==> config.mk <==
export PLATFORM = sky130hd
export DESIGN_NAME = tbd_timer_unit
export DESIGN_NICKNAME = d
export VERILOG_FILES = /design/src/rtl/tbd_pkg.sv /design/src/rtl/tbd_timebase.sv /design/src/rtl/tbd_decrementer.sv /design/src/rtl/tbd_irq_hold.sv /design/src/rtl/tbd_timer_unit.sv
export SDC_FILE = /design/constraint.sdc
export NUM_CORES = 1
export LEC_CHECK = 0
export BUFFER_PORTS_ARGS = -buffer_cell sky130_fd_sc_hd__buf_2
export CAP_MARGIN = 20
export CORE_UTILIZATION = 40
export DETAILED_ROUTE_END_ITERATION = 8
export GPL_TIMING_DRIVEN = 0
export PLACE_DENSITY = 0.68
export SLEW_MARGIN = 10
export SYNTH_ARGS = -nofsm -noshare
export SYNTH_HDL_FRONTEND = slang
export SYNTH_SLANG_ARGS = --single-unit
==> constraint.sdc <==
create_clock -name clk -period 5.7 [get_ports clk]
set_input_delay 1.71 -clock clk [delete_from_list [all_inputs] [get_ports clk]]
set_output_delay 1.71 -clock clk [all_outputs]
set_load 0.03 [all_outputs]
==> src/rtl/tbd_pkg.sv <==
package tbd_pkg;
    typedef enum logic {
        SEL_TIMEBASE = 1'b0,
        SEL_DECR     = 1'b1
    } tbd_sel_e;
endpackage

==> src/rtl/tbd_timebase.sv <==
module tbd_timebase #(
    parameter int W = 64
) (
    input  logic         clk,
    input  logic         rst_n,
    input  logic         tick_i,
    input  logic         load_i,
    input  logic [W-1:0] load_val_i,
    output logic [W-1:0] count_o
);
    typedef struct packed {
        logic [W-1:0] cnt;
    } tb_state_t;

    tb_state_t st_d, st_q;

    always_comb begin
        st_d = st_q;
        if (load_i) begin
            st_d.cnt = load_val_i;
        end else if (tick_i) begin
            st_d.cnt = st_q.cnt + W'(1);
        end
    end

    always_ff @(posedge clk) begin
        if (!rst_n) begin
            st_q <= '0;
        end else begin
            st_q <= st_d;
        end
    end

    assign count_o = st_q.cnt;

    p_tb_inc_r2: assert property (@(posedge clk) disable iff (!rst_n)
        (tick_i && !load_i) |=> count_o == $past(count_o) + W'(1));

    p_tb_load_r4: assert property (@(posedge clk) disable iff (!rst_n)
        load_i |=> count_o == $past(load_val_i));
endmodule

==> src/rtl/tbd_decrementer.sv <==
module tbd_decrementer #(
    parameter int W = 32
) (
    input  logic         clk,
    input  logic         rst_n,
    input  logic         tick_i,
    input  logic         load_i,
    input  logic [W-1:0] load_val_i,
    output logic [W-1:0] count_o,
    output logic         fire_o
);
    localparam int SIGN = W - 1;

    typedef struct packed {
        logic [W-1:0] cnt;
        logic         arm;
    } dec_state_t;

    dec_state_t st_d, st_q;
    logic       at_zero;

    assign at_zero = (st_q.cnt == '0);

    always_comb begin
        st_d   = st_q;
        fire_o = 1'b0;
        if (load_i) begin
            st_d.cnt = load_val_i;
            st_d.arm = load_val_i[SIGN] && !st_q.cnt[SIGN];
        end else if (tick_i) begin
            st_d.cnt = st_q.cnt - W'(1);
            st_d.arm = 1'b0;
            fire_o   = at_zero || st_q.arm;
        end
    end

    always_ff @(posedge clk) begin
        if (!rst_n) begin
            st_q <= '0;
        end else begin
            st_q <= st_d;
        end
    end

    assign count_o = st_q.cnt;

    p_dec_step_r3: assert property (@(posedge clk) disable iff (!rst_n)
        (tick_i && !load_i) |=> count_o == $past(count_o) - W'(1));

    p_dec_load_r4: assert property (@(posedge clk) disable iff (!rst_n)
        load_i |=> count_o == $past(load_val_i));

    p_neg_over_pos_r6: assert property (@(posedge clk) disable iff (!rst_n)
        (load_i && load_val_i[SIGN] && !count_o[SIGN])
        |=> (!tick_i || load_i || fire_o));

    p_neg_over_neg_r7: assert property (@(posedge clk) disable iff (!rst_n)
        (load_i && load_val_i[SIGN] && count_o[SIGN]) |=> !fire_o);
endmodule

==> src/rtl/tbd_irq_hold.sv <==
module tbd_irq_hold (
    input  logic clk,
    input  logic rst_n,
    input  logic set_i,
    input  logic clear_i,
    input  logic ack_i,
    output logic irq_o
);
    typedef struct packed {
        logic pend;
    } irq_state_t;

    irq_state_t st_d, st_q;

    always_comb begin
        st_d = st_q;
        if (clear_i) begin
            st_d.pend = 1'b0;
        end else if (set_i) begin
            st_d.pend = 1'b1;
        end else if (ack_i) begin
            st_d.pend = 1'b0;
        end
    end

    always_ff @(posedge clk) begin
        if (!rst_n) begin
            st_q <= '0;
        end else begin
            st_q <= st_d;
        end
    end

    assign irq_o = st_q.pend;

    p_set_r5: assert property (@(posedge clk) disable iff (!rst_n)
        (set_i && !clear_i) |=> irq_o);

    p_cancel_r8: assert property (@(posedge clk) disable iff (!rst_n)
        clear_i |=> !irq_o);

    p_hold_r9: assert property (@(posedge clk) disable iff (!rst_n)
        (irq_o && !ack_i && !clear_i) |=> irq_o);

    p_ack_r9: assert property (@(posedge clk) disable iff (!rst_n)
        (ack_i && !set_i) |=> !irq_o);
endmodule

==> src/rtl/tbd_timer_unit.sv <==
module tbd_timer_unit #(
    parameter int TB_W  = 64,
    parameter int DEC_W = 32
) (
    input  logic            clk,
    input  logic            rst_n,
    input  logic            tick_en,
    input  logic            reg_wr,
    input  logic            reg_sel,
    input  logic [TB_W-1:0] reg_wdata,
    input  logic            rd_sel,
    output logic [TB_W-1:0] rd_data,
    output logic            irq_req,
    input  logic            irq_ack
);
    import tbd_pkg::*;

    localparam int EXT_W = TB_W - DEC_W;

    logic             tb_load, dec_load, dec_fire;
    logic [TB_W-1:0]  tb_val;
    logic [DEC_W-1:0] dec_val;

    assign tb_load  = reg_wr && (tbd_sel_e'(reg_sel) == SEL_TIMEBASE);
    assign dec_load = reg_wr && (tbd_sel_e'(reg_sel) == SEL_DECR);

    tbd_timebase #(.W(TB_W)) u_tb (
        .clk        (clk),
        .rst_n      (rst_n),
        .tick_i     (tick_en),
        .load_i     (tb_load),
        .load_val_i (reg_wdata),
        .count_o    (tb_val)
    );

    tbd_decrementer #(.W(DEC_W)) u_dec (
        .clk        (clk),
        .rst_n      (rst_n),
        .tick_i     (tick_en),
        .load_i     (dec_load),
        .load_val_i (reg_wdata[DEC_W-1:0]),
        .count_o    (dec_val),
        .fire_o     (dec_fire)
    );

    tbd_irq_hold u_irq (
        .clk     (clk),
        .rst_n   (rst_n),
        .set_i   (dec_fire),
        .clear_i (dec_load),
        .ack_i   (irq_ack),
        .irq_o   (irq_req)
    );

    always_comb begin
        if (tbd_sel_e'(rd_sel) == SEL_DECR) begin
            rd_data = {{EXT_W{dec_val[DEC_W-1]}}, dec_val};
        end else begin
            rd_data = tb_val;
        end
    end

    p_reset_r1: assert property (@(posedge clk)
        !rst_n |=> (tb_val == '0 && dec_val == '0 && !irq_req));

    p_tbwr_keeps_irq_r8: assert property (@(posedge clk) disable iff (!rst_n)
        (tb_load && irq_req && !irq_ack) |=> irq_req);
endmodule

# After elaboration in Yosys (flattened, before gate mapping)
# Index checks and enable logic that the tools add are counted.
[op_classes]
n_addsub = 2
mux = 9
n_bitwise = 2
n_reduce_logical = 10
[op_table]
columns = ["operator", "count"]
rows = [
  ["2-to-1 mux 64 bit", 3],
  ["2-to-1 mux 33 bit", 2],
  ["adder 64 x 1 -> 64 bit, second input constant", 1],
  ["zero test 32 bit", 1],
  ["subtractor 32 x 1 -> 32 bit, second input constant", 1],
  ["nonzero test 2 bit", 3],
  ["2-to-1 mux 1 bit", 4],
  ["logical AND 1 bit", 3],
  ["inverter 1 bit", 2],
  ["OR reduction 2 bit", 1],
  ["zero test 1 bit", 1],
  ["logical OR 1 bit", 1],
]
[word_totals]
register_bits = 98
out_inout_bits = 65

# Longest topological paths before layout
# Gate-level depths: netlist (run 1).
[logic_depth]
ltp_word = 5
ltp_mapped = 8

# Hierarchy
# From an unflattened synthesis (run 1), not the netlist that was laid out.
[unflattened]
hier_cells = 812
hier_area_um2 = 7085.5
[by_module_without_submodules]
columns = ["mod", "instances", "cells_per_inst", "area_each_um2"]
rows = [
  ["tbd_timebase", 1, 463, 3682.3],
  ["tbd_decrementer", 1, 269, 2262.2],
  ["tbd_timer_unit", 1, 76, 1101.1],
  ["tbd_irq_hold", 1, 4, 40.0],
]

# Least setup slack after synthesis (run 1)
# Ideal clock, no wire load.
[synth_path]
path_type = "input to output"
from = "input rd_sel"
to = "output rd_data[33]"
arrival_time_ns = 2.792
required_ns = 3.990
slack_ns = 1.198
path_stages = 3
n_path_buf = 2
path_cell_list = "clkbuf_1 clkbuf_1 o21ai_0"
[synth_between]
elab_chain_len = 1
[synth_lines]
columns = ["item", "line_no", "rtl"]
rows = [
  ["from (decl)", "tbd_timer_unit.sv:11", "input logic rd_sel,"],
  ["2-to-1 mux 64 bit", "tbd_timer_unit.sv:56", "if (tbd_sel_e'(rd_sel) == SEL_DECR) begin"],
  ["to (decl)", "tbd_timer_unit.sv:12", "output logic [TB_W-1:0] rd_data,"],
]
# No other way between the ends.

# Final worst setup path (run 1)
[layout_path]
from = "input rd_sel"
to = "output rd_data[59]"
# The elaborated chain is that of the path after synthesis.

==> metrics.csv, run 1 <==
metric;value;unit
Hold Crit Start;u_dec.st_q[0];
Cell Chain, Critical Path;clkbuf_1, nand2_1, clkbuf_1, o21ai_0, buf_2;
clock transition at the registers of the reported paths;70;ps
Adder-Cell Fraction of Synth Area;0.397;%
WHS Endpoint;u_dec.st_q[0];
crit end category;output pin;
final std cells w/o fill;1163;
Reg2Reg Capture Point;u_tb.count_o[58];
Top FF cell, synth;dfxtp_1;
minimum clock period;5030;ps
final max-slew violation count;0;
peak supply drop;0.142;mV
Skew-Pair Late Insertion Delay;370;ps
GRT Total Usage;28.1;%
DP HPWL;16800;um
commonest non-fill, non-tap cell in the layout;buf_2;
largest family of logic cells by synthesized area;simple AND/OR/NAND/NOR gates;
CTS Hold Buffers Added;0;
vias per inst;5.90;
Vias;6863;
# Max-Cap Violations;0;
area leader, netlist;dfxtp_1;
Setup-failing EPs final;0;
critical path's top delay family;buffers and inverters;
Chip Width;127;um
Worst-Margin Slew;1170;ps
CTS buffer count;9;
most frequent cells in the layout;buf_2, dfxtp_1, o21ai_0;
pwr/cell area;247;nW/um2
CTS tree;done;
simple-gate area share of the yosys netlist;28.2;%
clock skew;8.53;ps
compound-gate portion of the synthesized area;19.3;%
Mapped Area;6300;um2
Core ar.;15300;um2
TritonRoute pass-1 iters;5;
Synth Register Bits;98;
synthesized area per cell;7.83;um2
r2r worst-path depth;5;
Async S/R FF share, synth;0;%
Rel. slew slack;21.1;%
largest net degree at the start of global routing;15;
Synth area leaders;dfxtp_1, o21ai_0, mux2_2, xor2_1, xnor2_1;
H-tree lvl count;3;
IO buf count;132;
Seq/Total Area, Yosys;31.2;%
RePlAce Congestion;0.899;
Sink Count;98;
top-area cell type share of the netlist area;31.2;%
xor/xnor share of the synthesized area;9.18;%
Worst path slowest cell;clkbuf_1;
Post-synth EDFFs;0;
Synth Instances;804;
Ys Warns;0;
Crit Path Class;in2out;
nets@finish;1021;
RSZ-0062 raised after global routing;false;
Crit Path Max Fanout;10;
Detail Route Antenna Nets;0;
number of global-route vias before repair;6330;
crit path DAT;3320;ps
Root Driver;clkbuf_16;
GR Overflow Total;0;
setup ws final;674;ps
reg2reg setup slack;2890;ps
Tcrit/Tclk final;88.2;%
setup TNS;0;ps
Critical Path RT;3990;ps
mux cell area share after synthesis;5.34;%
outcome;finished clean;
synth-to-layout area growth;19.4;%
post-CTS setup buffer count;0;
share of layout cells above drive strength 1;21.4;%
Ant. Diodes;0;
detailed-route wire length;22500;um
die area;16200;um2
fmax;199;MHz
final count of hold timing violations;0;
clk buf depth;2;
r2r startpoint;u_tb.count_o[7];
Hold Path Class;reg2reg;
Hold Path Depth;2;
initial antenna violation count;0;
row cnt;45;
pre-CTS WS;757;ps
wire length per cell;19.4;um
DRC violation count after routing;0;
io pins;136;
placed cells;1147;
Pleak;2.78;nW
Mapped Nets;877;
Worst path max stage delay;580;ps
violation count after the first detailed-route iteration;607;
synth unique cells;57;
Die H;127;um
first-pass GRT wire length;34800;um
post-cts resize count;0;
Initial Utilization;41.3;%
crit path launch type;input pin;
CP Buf/Inv Count;3;
most used cell, CP;clkbuf_1;
==> state kept, by name (all words and copies together), names as in the netlist <==
register	cells
u_tb.count_o	64
u_dec.count_o	32
u_irq.irq_o	1
u_dec.st_q	1
==> layout make-up <==
cell class	count	area, um2
well taps	211	264
clock inverters	3	40.0
plain buffers	58	259
inverters	39	146
repair buffers	133	668
clock buffers	12	246
multi-input cells	609	3930
fillers	1554	7740
flip-flops and latches	98	1960
==> worst register-to-register path: cells and delay by family, from the launching register on <==
family | cells | cell delay [ps]
and+or+nand+nor | 4 | 2140
AOI/OAI and AO/OA | 1 | 160
DFF | 1 | 440
==> worst max path at each step <==
stage,to,slack [ps],depth (start not counted),start
finish,rd_data[59],670,5,rd_sel
global route,rd_data[59],610,5,rd_sel
CTS,rd_data[40],750,5,rd_sel
detailed placement,rd_data[40],760,5,rd_sel
global placement,rd_data[39],720,5,rd_sel
floorplan,rd_data[33],1200,3,rd_sel
==> routing by layer <==
layer  track usage [%]  wire [um]  vias up
met3              5.28       1950       53
met1              36.9       9770     3203
met4              12.4        765        0
li1                  -          -     3268
met2              44.7      10000      339
met5                 0          0        -
==> through the flow <==
step                      utilization, %  power [mW]  hold WS, ps  area (um2)
after CTS                           49.2        1.86          504        7510
final                               49.3        1.86          511        7520
after floorplan                        -        1.09          457        6300
after global routing                49.3        1.93          538        7520
after detailed placement            47.3        1.23          488        7220
after global placement              47.3        1.23          477        7220
==> kinds of logic after synthesis <==
group	after synthesis
AND/OR/NAND/NOR	306
AO/OA/AOI/OAI	205
flip-flops	98
buffers and inverters	97
XOR/XNOR	66
multiplexers	30
adder cells (fa/ha/maj)	2
==> report_power, final <==
group          internal [mW]  leakage, nW  switching, mW
sequential             0.736        0.809         0.0670
clock                  0.349        0.142          0.281
combinational          0.154         1.82          0.271
total                   1.24         2.78          0.619
==> cells in the mapped netlist (all sizes together), types with 2 or more instances <==
cell,n
nor2b,2
buf,7
a2111oi,2
ha,2
o211ai,2
nand4bb,2
or2,2
a311oi,4
a31o,2
xnor2,32
nor3,22
a211oi,37
nand4,40
inv,39
or4,22
mux2,29
nand4b,5
nand2b,2
and4,11
nor2,66
dfxtp,98
a31oi,14
nor3b,2
and3,9
and2,3
xor2,34
nand3b,5
nand2,33
o31ai,9
clkbuf,49
a21oi,36
or4b,2
nor4,23
o21ai,94
nand3,40
or3,14
Note: power is estimated with default switching activity, not from simulation.
==> run 2: changes to the inputs <==
--- a/config.mk
+++ b/config.mk
@@ -5,12 +5,13 @@
 export SDC_FILE = /design/constraint.sdc
 export NUM_CORES = 1
 export LEC_CHECK = 0
+export ABC_AREA = 1
 export BUFFER_PORTS_ARGS = -buffer_cell sky130_fd_sc_hd__buf_2
 export CAP_MARGIN = 20
 export CORE_UTILIZATION = 40
 export DETAILED_ROUTE_END_ITERATION = 8
 export GPL_TIMING_DRIVEN = 0
-export PLACE_DENSITY = 0.68
+export PLACE_DENSITY = 0.66
 export SLEW_MARGIN = 10
 export SYNTH_ARGS = -nofsm -noshare
 export SYNTH_HDL_FRONTEND = slang
==> run 2 against run 1 <==
  * Sequential cell count did not move
  * Clock-buffer cell count shrank 1
  * Clock power decreased by 1%
  * Register-to-register slack improved by 710 ps
  * Synthesized cell count grew 72%
  * Cell area rose by 18%
  * Largest cell class unchanged
  * Largest power group unchanged
  * Highest routed layer unchanged
==> metrics.csv, run 2 <==
metric;value;unit;change
outcome;finished clean;;
TritonRoute pass-1 iters;6;;+1
Tcrit/Tclk final;88.5;%;+0.28 points
area leader, netlist;dfxtp_1;;
top-area cell type share of the netlist area;25.6;%;-5.6 points
synth-to-layout area growth;16.1;%;
number of global-route vias before repair;8380;;+32%
RSZ-0062 raised after global routing;false;;
RePlAce Congestion;1.00;;+12%
Worst-Margin Slew;847;ps;-328 ps
vias per inst;5.40;;-8.6%
hold slack;473;ps;-37.7 ps
Ys Warns;0;;unchanged
post-CTS setup buffer count;0;;unchanged
crit end category;output pin;;
setup TNS;0;ps;unchanged
IO buf count;132;;unchanged
wire length per cell;18.7;um;-3.3%
placed cells;1749;;+52%
pwr/cell area;219;nW/um2;-12%
Setup-failing EPs final;0;;unchanged
Core ar.;18800;um2;+23%
setup ws final;658;ps;-15.8 ps
final count of hold timing violations;0;;unchanged
GR Overflow Total;0;;unchanged
Critical Path RT;3990;ps;about the same
initial antenna violation count;0;;unchanged
detailed-route wire length;33000;um;+47%
count leader, synth;nand2_1;;
Synth Instances;1383;;+72%
Mapped Nets;1456;;+66%
CTS Hold Buffers Added;0;;unchanged
simple-gate area share of the yosys netlist;40.4;%;+12 points
minimum clock period;5040;ps;+15.8 ps
clock skew;11.5;ps;+3.00 ps
met1 Use GR;46.9;%;+10 points
Crit Path Max Fanout;10;;unchanged
crit path DAT;3330;ps;about the same
Seq/Total Area, Yosys;25.6;%;-5.6 points
synth cell count leaders;nand2_1, nor2_1, inv_1, o21ai_0, dfxtp_1;;
share of layout cells above drive strength 1;13.7;%;-7.8 points
Initial Utilization;40.8;%;-0.44 points
die area;19700;um2;+21%
met2 usage;51.9;%;+7.2 points
pre-CTS WS;627;ps;-130 ps
compound-gate portion of the synthesized area;18.8;%;-0.48 points
H-tree lvl count;3;;unchanged
xor/xnor share of the synthesized area;3.31;%;-5.9 points
Worst path slowest cell;buf_1;;
Async S/R FF share, synth;0;%;unchanged
Synth area leaders;dfxtp_1, nand2_1, nor2_1, o21ai_0, inv_1;;
Hold Crit Start;u_irq.irq_o;;
Vias;9523;;+39%
Pleak;3.69;nW;+33%
violation count after the first detailed-route iteration;1001;;+65%
Design Area, Final;8900;um2;+18%
Skew-Pair Late Insertion Delay;360;ps;about the same
peak supply drop;0.143;mV;+1.1%
synth unique cells;29;;-49%
GRT Total Usage;33.8;%;+5.7 points
Largest register FFs;64;;unchanged
row cnt;50;;+11%
# Max-Cap Violations;0;;unchanged
placed cell area;8620;um2;+19%
largest net degree at the start of global routing;17;;+2
clock transition at the registers of the reported paths;70;ps;about the same
r2r startpoint;u_tb.count_o[0];;
Top FF cell, synth;dfxtp_1;;
largest family of logic cells by synthesized area;simple AND/OR/NAND/NOR gates;;
Root Driver;clkbuf_16;;
Crit Path Class;in2out;;
Ant. Diodes;0;;unchanged
Cell Chain, Critical Path;buf_1, nand2_1, clkbuf_1, o21ai_0, buf_2;;
Final Core Density;47.4;%;-1.9 points
Rel. slew slack;43.5;%;+22 points
Detail Route Antenna Nets;0;;unchanged
fmax;198;MHz;-0.31%
post-cts resize count;0;;unchanged
Post-synth EDFFs;0;;unchanged
synthesized area per cell;5.54;um2;-29%
final std cells w/o fill;1765;;+52%
mux cell area share after synthesis;0.294;%;-5.1 points
crit path launch type;input pin;;
Adder-Cell Fraction of Synth Area;0.327;%;-0.071 points
DRC violation count after routing;0;;unchanged
clk buf depth;2;;unchanged
Mapped Area;7660;um2;+22%
power after layout;1.95;mW;+4.7%
GR Util met3;6.77;%;+1.5 points
io pins;136;;unchanged
Crit. Startpoint;rd_sel;;
Hold Path Class;reg2reg;;
Chip Width;140;um;+10%
most frequent cells in the layout;nand2_1, nor2_1, inv_1;;
CTS tree;done;;
commonest non-fill, non-tap cell in the layout;nand2_1;;
Worst path max stage delay;500;ps;-80 ps
DP HPWL;27000;um;+61%
first-pass GRT wire length;49500;um;+42%
GR peak layer;met2;;
nets@finish;1599;;+57%
Die H;140;um;+10%
final max-slew violation count;0;;unchanged
CTS buffer count;9;;unchanged
Sink Count;98;;unchanged
Synth Register Bits;98;;unchanged
[run 2: changes by cell type in the layout (fill, tap and decap cells not counted), sizes merged, moves of 27 or more]
cell / before / now
nand2: 33 / 453
nor2: 66 / 238
inv: 39 / 173
a21oi: 36 / 80
o21ai: 94 / 138
a211oi: 37 / 0
nand4: 40 / 12
mux2: 29 / 2
xnor2: 32 / 5
[run 2: final timing paths]
check                     endpoint  slack (ps)  cells after the start
setup / recovery       rd_data[51]         660                      5
hold / removal         u_irq.irq_o         470                      2
setup reg to reg  u_tb.count_o[28]        3600                      8
hold reg to reg        u_irq.irq_o         470                      2
[run 2: cell type report]
type / instances / area (um2)
plain buffers: 49 / 198
clock buffers: 11 / 243
clock inverters: 5 / 37.5
fillers: 2152 / 9870
inverters: 176 / 661
multi-input cells: 1060 / 4840
flip-flops and latches: 98 / 1960
well taps: 234 / 293
repair buffers: 132 / 661
[run 2: kinds of logic after synthesis]
logic type	Yosys count
xor gates and xnor gates	29
AOI/OAI and AO/OA	272
muxes	2
DFF	98
and+or+nand+nor	755
adders and majority gates	2
buffers and inverters	225
[run 2: layer usage]
metal / wire, um / vias to the layer above
li1: - / 4673
met1: 14600 / 4338
met2: 14100 / 459
met3: 3520 / 53
met4: 858 / 0
met5: 0 / -
[run 2: report_power, final]
group	switching, mW	internal [mW]	leakage (nW)
registers	0.0601	0.728	0.803
clock network	0.311	0.311	0.132
logic	0.376	0.159	2.76
[run 2: critical path, delay by kind of cell]
family | cells | cell delay (ps)
buffers and inverters | 3 | 1040
AOI/OAI and AO/OA | 1 | 120
and+or+nand+nor | 1 | 450
==> run 3: changes to the inputs <==
--- a/config.mk
+++ b/config.mk
@@ -15,4 +15,5 @@
 export SLEW_MARGIN = 10
 export SYNTH_ARGS = -nofsm -noshare
 export SYNTH_HDL_FRONTEND = slang
+export SYNTH_HIERARCHICAL = 1
 export SYNTH_SLANG_ARGS = --single-unit
==> constraint.sdc (replaced) <==
create_clock -name clk -period 5.7 [get_ports clk]
set_input_delay 1.14 -clock clk [delete_from_list [all_inputs] [get_ports clk]]
set_output_delay 1.14 -clock clk [all_outputs]
set_load 0.03 [all_outputs]
==> run 3 against run 2 <==
  * First-iteration DRC count down 20%
  * Worst hold slack better by 1.2 ps
  * Global-route usage down 5.4 points
  * Sequential power up 2%
  * Sequential share of layout area down 0.52 points
  * Total power up 0.39%
  * Via count down 6.6%
  * Clock-buffer cell count up 2
  * Die area up 2.4%
  * Critical path depth up 1
  * Wire length down 14%
  * Highest routed layer unchanged
==> metrics.csv, run 3 <==
metric;value;unit;change
sequential fraction of design power;40.9;%;+0.4 points
Hold Path Class;reg2reg;;
Synth area leaders;dfxtp_1, nand2_1, nor2_1, a22oi_1, nand3_1;;
detailed-route wire length;28300;um;-14%
power after layout;1.95;mW;+0.39%
Switching Share;36.6;%;-1.8 points
GR Overflow Total;0;;unchanged
Synth Register Bits;98;;unchanged
DRC violation count after routing;0;;unchanged
clock transition at the registers of the reported paths;70;ps;about the same
placed cells;1667;;-4.7%
synth-to-layout area growth;16.1;%;about the same
Crit Path Class;in2out;;
placed cell area;8850;um2;+2.7%
violation count after the first detailed-route iteration;805;;-20%
minimum clock period;3100;ps;-1940 ps
row cnt;50;;unchanged
setup TNS;0;ps;unchanged
initial antenna violation count;0;;unchanged
DP HPWL;22400;um;-17%
Async S/R FF share, synth;0;%;unchanged
commonest non-fill, non-tap cell in the layout;nand2_1;;
setup ws final;2600;ps;+1940 ps
area leader, netlist;dfxtp_1;;
GRT Total Usage;28.4;%;-5.4 points
r2r worst-path depth;10;;+2
Critical Path RT;4560;ps;+570 ps
post-CTS setup buffer count;0;;unchanged
clock skew;7.19;ps;-4.35 ps
Chip Width;142;um;+1.2%
clk buf depth;2;;unchanged
final max-slew violation count;0;;unchanged
TritonRoute pass-1 iters;5;;-1
top-area cell type share of the netlist area;25.0;%;-0.61 points
Initial Utilization;41.4;%;+0.59 points
Rel. slew slack;53.4;%;+9.9 points
Comb pwr share;29.1;%;+1.6 points
Skew-Pair Late Insertion Delay;360;ps;about the same
Synth Instances;1273;;-8.0%
Seq/Total Area, Yosys;25.0;%;-0.61 points
Vias;8892;;-6.6%
Core ar.;19000;um2;+1.0%
Top FF cell, synth;dfxtp_1;;
Ant. Diodes;0;;unchanged
count leader, synth;nand2_1;;
CTS tree;done;;
RePlAce Congestion;0.981;;-2.2%
r2r startpoint;u_dec/count_o[0];;
internal power;1.24;mW;+3.3%
Tcrit/Tclk final;54.4;%;-34 points
Worst-Margin Slew;699;ps;-148 ps
Die H;142;um;+1.2%
IO buf count;134;;+1.5%
end point of the critical path;rd_data[20];;
hold slack;474;ps;+1.20 ps
Mapped Area;7850;um2;+2.4%
nets@finish;1491;;-6.8%
Largest register FFs;64;;unchanged
crit end category;output pin;;
reg2reg setup slack;3660;ps;+60 ps
pre-CTS WS;2540;ps;+1910 ps
fmax;323;MHz;+63%
H-tree lvl count;3;;unchanged
io pins;136;;unchanged
# Max-Cap Violations;0;;unchanged
wire length per cell;16.8;um;-10%
Post-synth EDFFs;0;;unchanged
CTS Hold Buffers Added;0;;unchanged
die area;20200;um2;+2.4%
Sink Count;98;;unchanged
Pleak;4.07;nW;+10%
fill count;2048;;-4.8%
synth cell count leaders;nand2_1, nor2_1, dfxtp_1, nand3_1, a21oi_1;;
number of global-route vias before repair;7821;;-6.7%
pwr/cell area;214;nW/um2;-2.0%
synth unique cells;36;;+24%
final count of hold timing violations;0;;unchanged
most frequent cells in the layout;nand2_1, nor2_1, buf_2;;
crit path launch type;input pin;;
Setup-failing EPs final;0;;unchanged
clock share of power;29.9;%;-2.1 points
Ys Warns;6;;+6
switching power total;0.715;mW;-4.3%
Detail Route Antenna Nets;0;;unchanged
crit path DAT;1960;ps;-1370 ps
first-pass GRT wire length;43400;um;-12%
post-cts resize count;0;;unchanged
Hold Crit Start;u_irq/irq_o;;
Root Driver;clkbuf_16;;
synthesized area per cell;6.17;um2;+11%
largest net degree at the start of global routing;15;;-2
Reg2Reg Capture Point;u_irq/irq_o;;
Design Area, Final;9110;um2;+2.4%
CTS buffer count;9;;unchanged
peak supply drop;0.142;mV;-0.76%
RSZ-0062 raised after global routing;false;;
vias per inst;5.29;;-2.0%
outcome;finished clean;;
Final Core Density;48.1;%;+0.66 points
share of layout cells above drive strength 1;20.3;%;+6.6 points
Mapped Nets;1346;;-7.6%
Crit Path Max Fanout;10;;unchanged
Crit. Startpoint;rd_sel;;
final std cells w/o fill;1682;;-4.7%
## run 3: final cells by class
cell class / count / area, um2 / area share (%)
Clock inverter: 2 / 13.8 / 0.151
Clock buffer: 13 / 250 / 2.75
Sequential cell: 98 / 1960 / 21.5
Tap cell: 260 / 325 / 3.57
Buffer: 83 / 534 / 5.86
Multi-Input combinational cell: 1019 / 5070 / 55.7
Timing Repair Buffer: 134 / 671 / 7.36
Inverter: 73 / 282 / 3.09
## run 3: worst min path at each step
stage          slack (ps)            end  cells past startpoint
4_1_cts               470  u_dec/st_q[0]                      2
5_1_grt               510    u_irq/irq_o                      2
6_report              470    u_irq/irq_o                      2
3_5_place_dp          460    u_irq/irq_o                      2
3_3_place_gp          450  u_dec/st_q[0]                      2
2_1_floorplan         440  u_dec/st_q[0]                      2
## run 3: power by group through the flow
stage                     sequential (mW)  clock, mW  combinational [mW]
after floorplan                     0.791          0               0.413
after global placement              0.812          0               0.559
after detailed placement            0.813          0               0.563
after CTS                           0.797      0.595               0.565
after global routing                0.807      0.615               0.626
final                               0.800      0.584               0.569
## run 3: cells by family after synthesis
logic type,count (synthesis),share of synthesized area (%)
buffers and inverters,156,10.4
xor gates and xnor gates,38,4.24
AOI/OAI and AO/OA,204,16.9
DFF,98,25.0
adders and majority gates,2,0.319
and+or+nand+nor,775,43.2
## run 3: layer usage
| metal | track usage [%] | wire length [um] |
|---|---|---|
| met4 | 9.56 | 583 |
| met2 | 46.3 | 13000 |
| met3 | 2.66 | 1750 |
| met1 | 39.0 | 13000 |
| met5 | 0 | 0 |
## run 3: critical path: stages
cell     delay (ps)
buf_6           130
inv_8           140
buf_8           170
nand2_2          50
nand2_1         120
buf_2           220
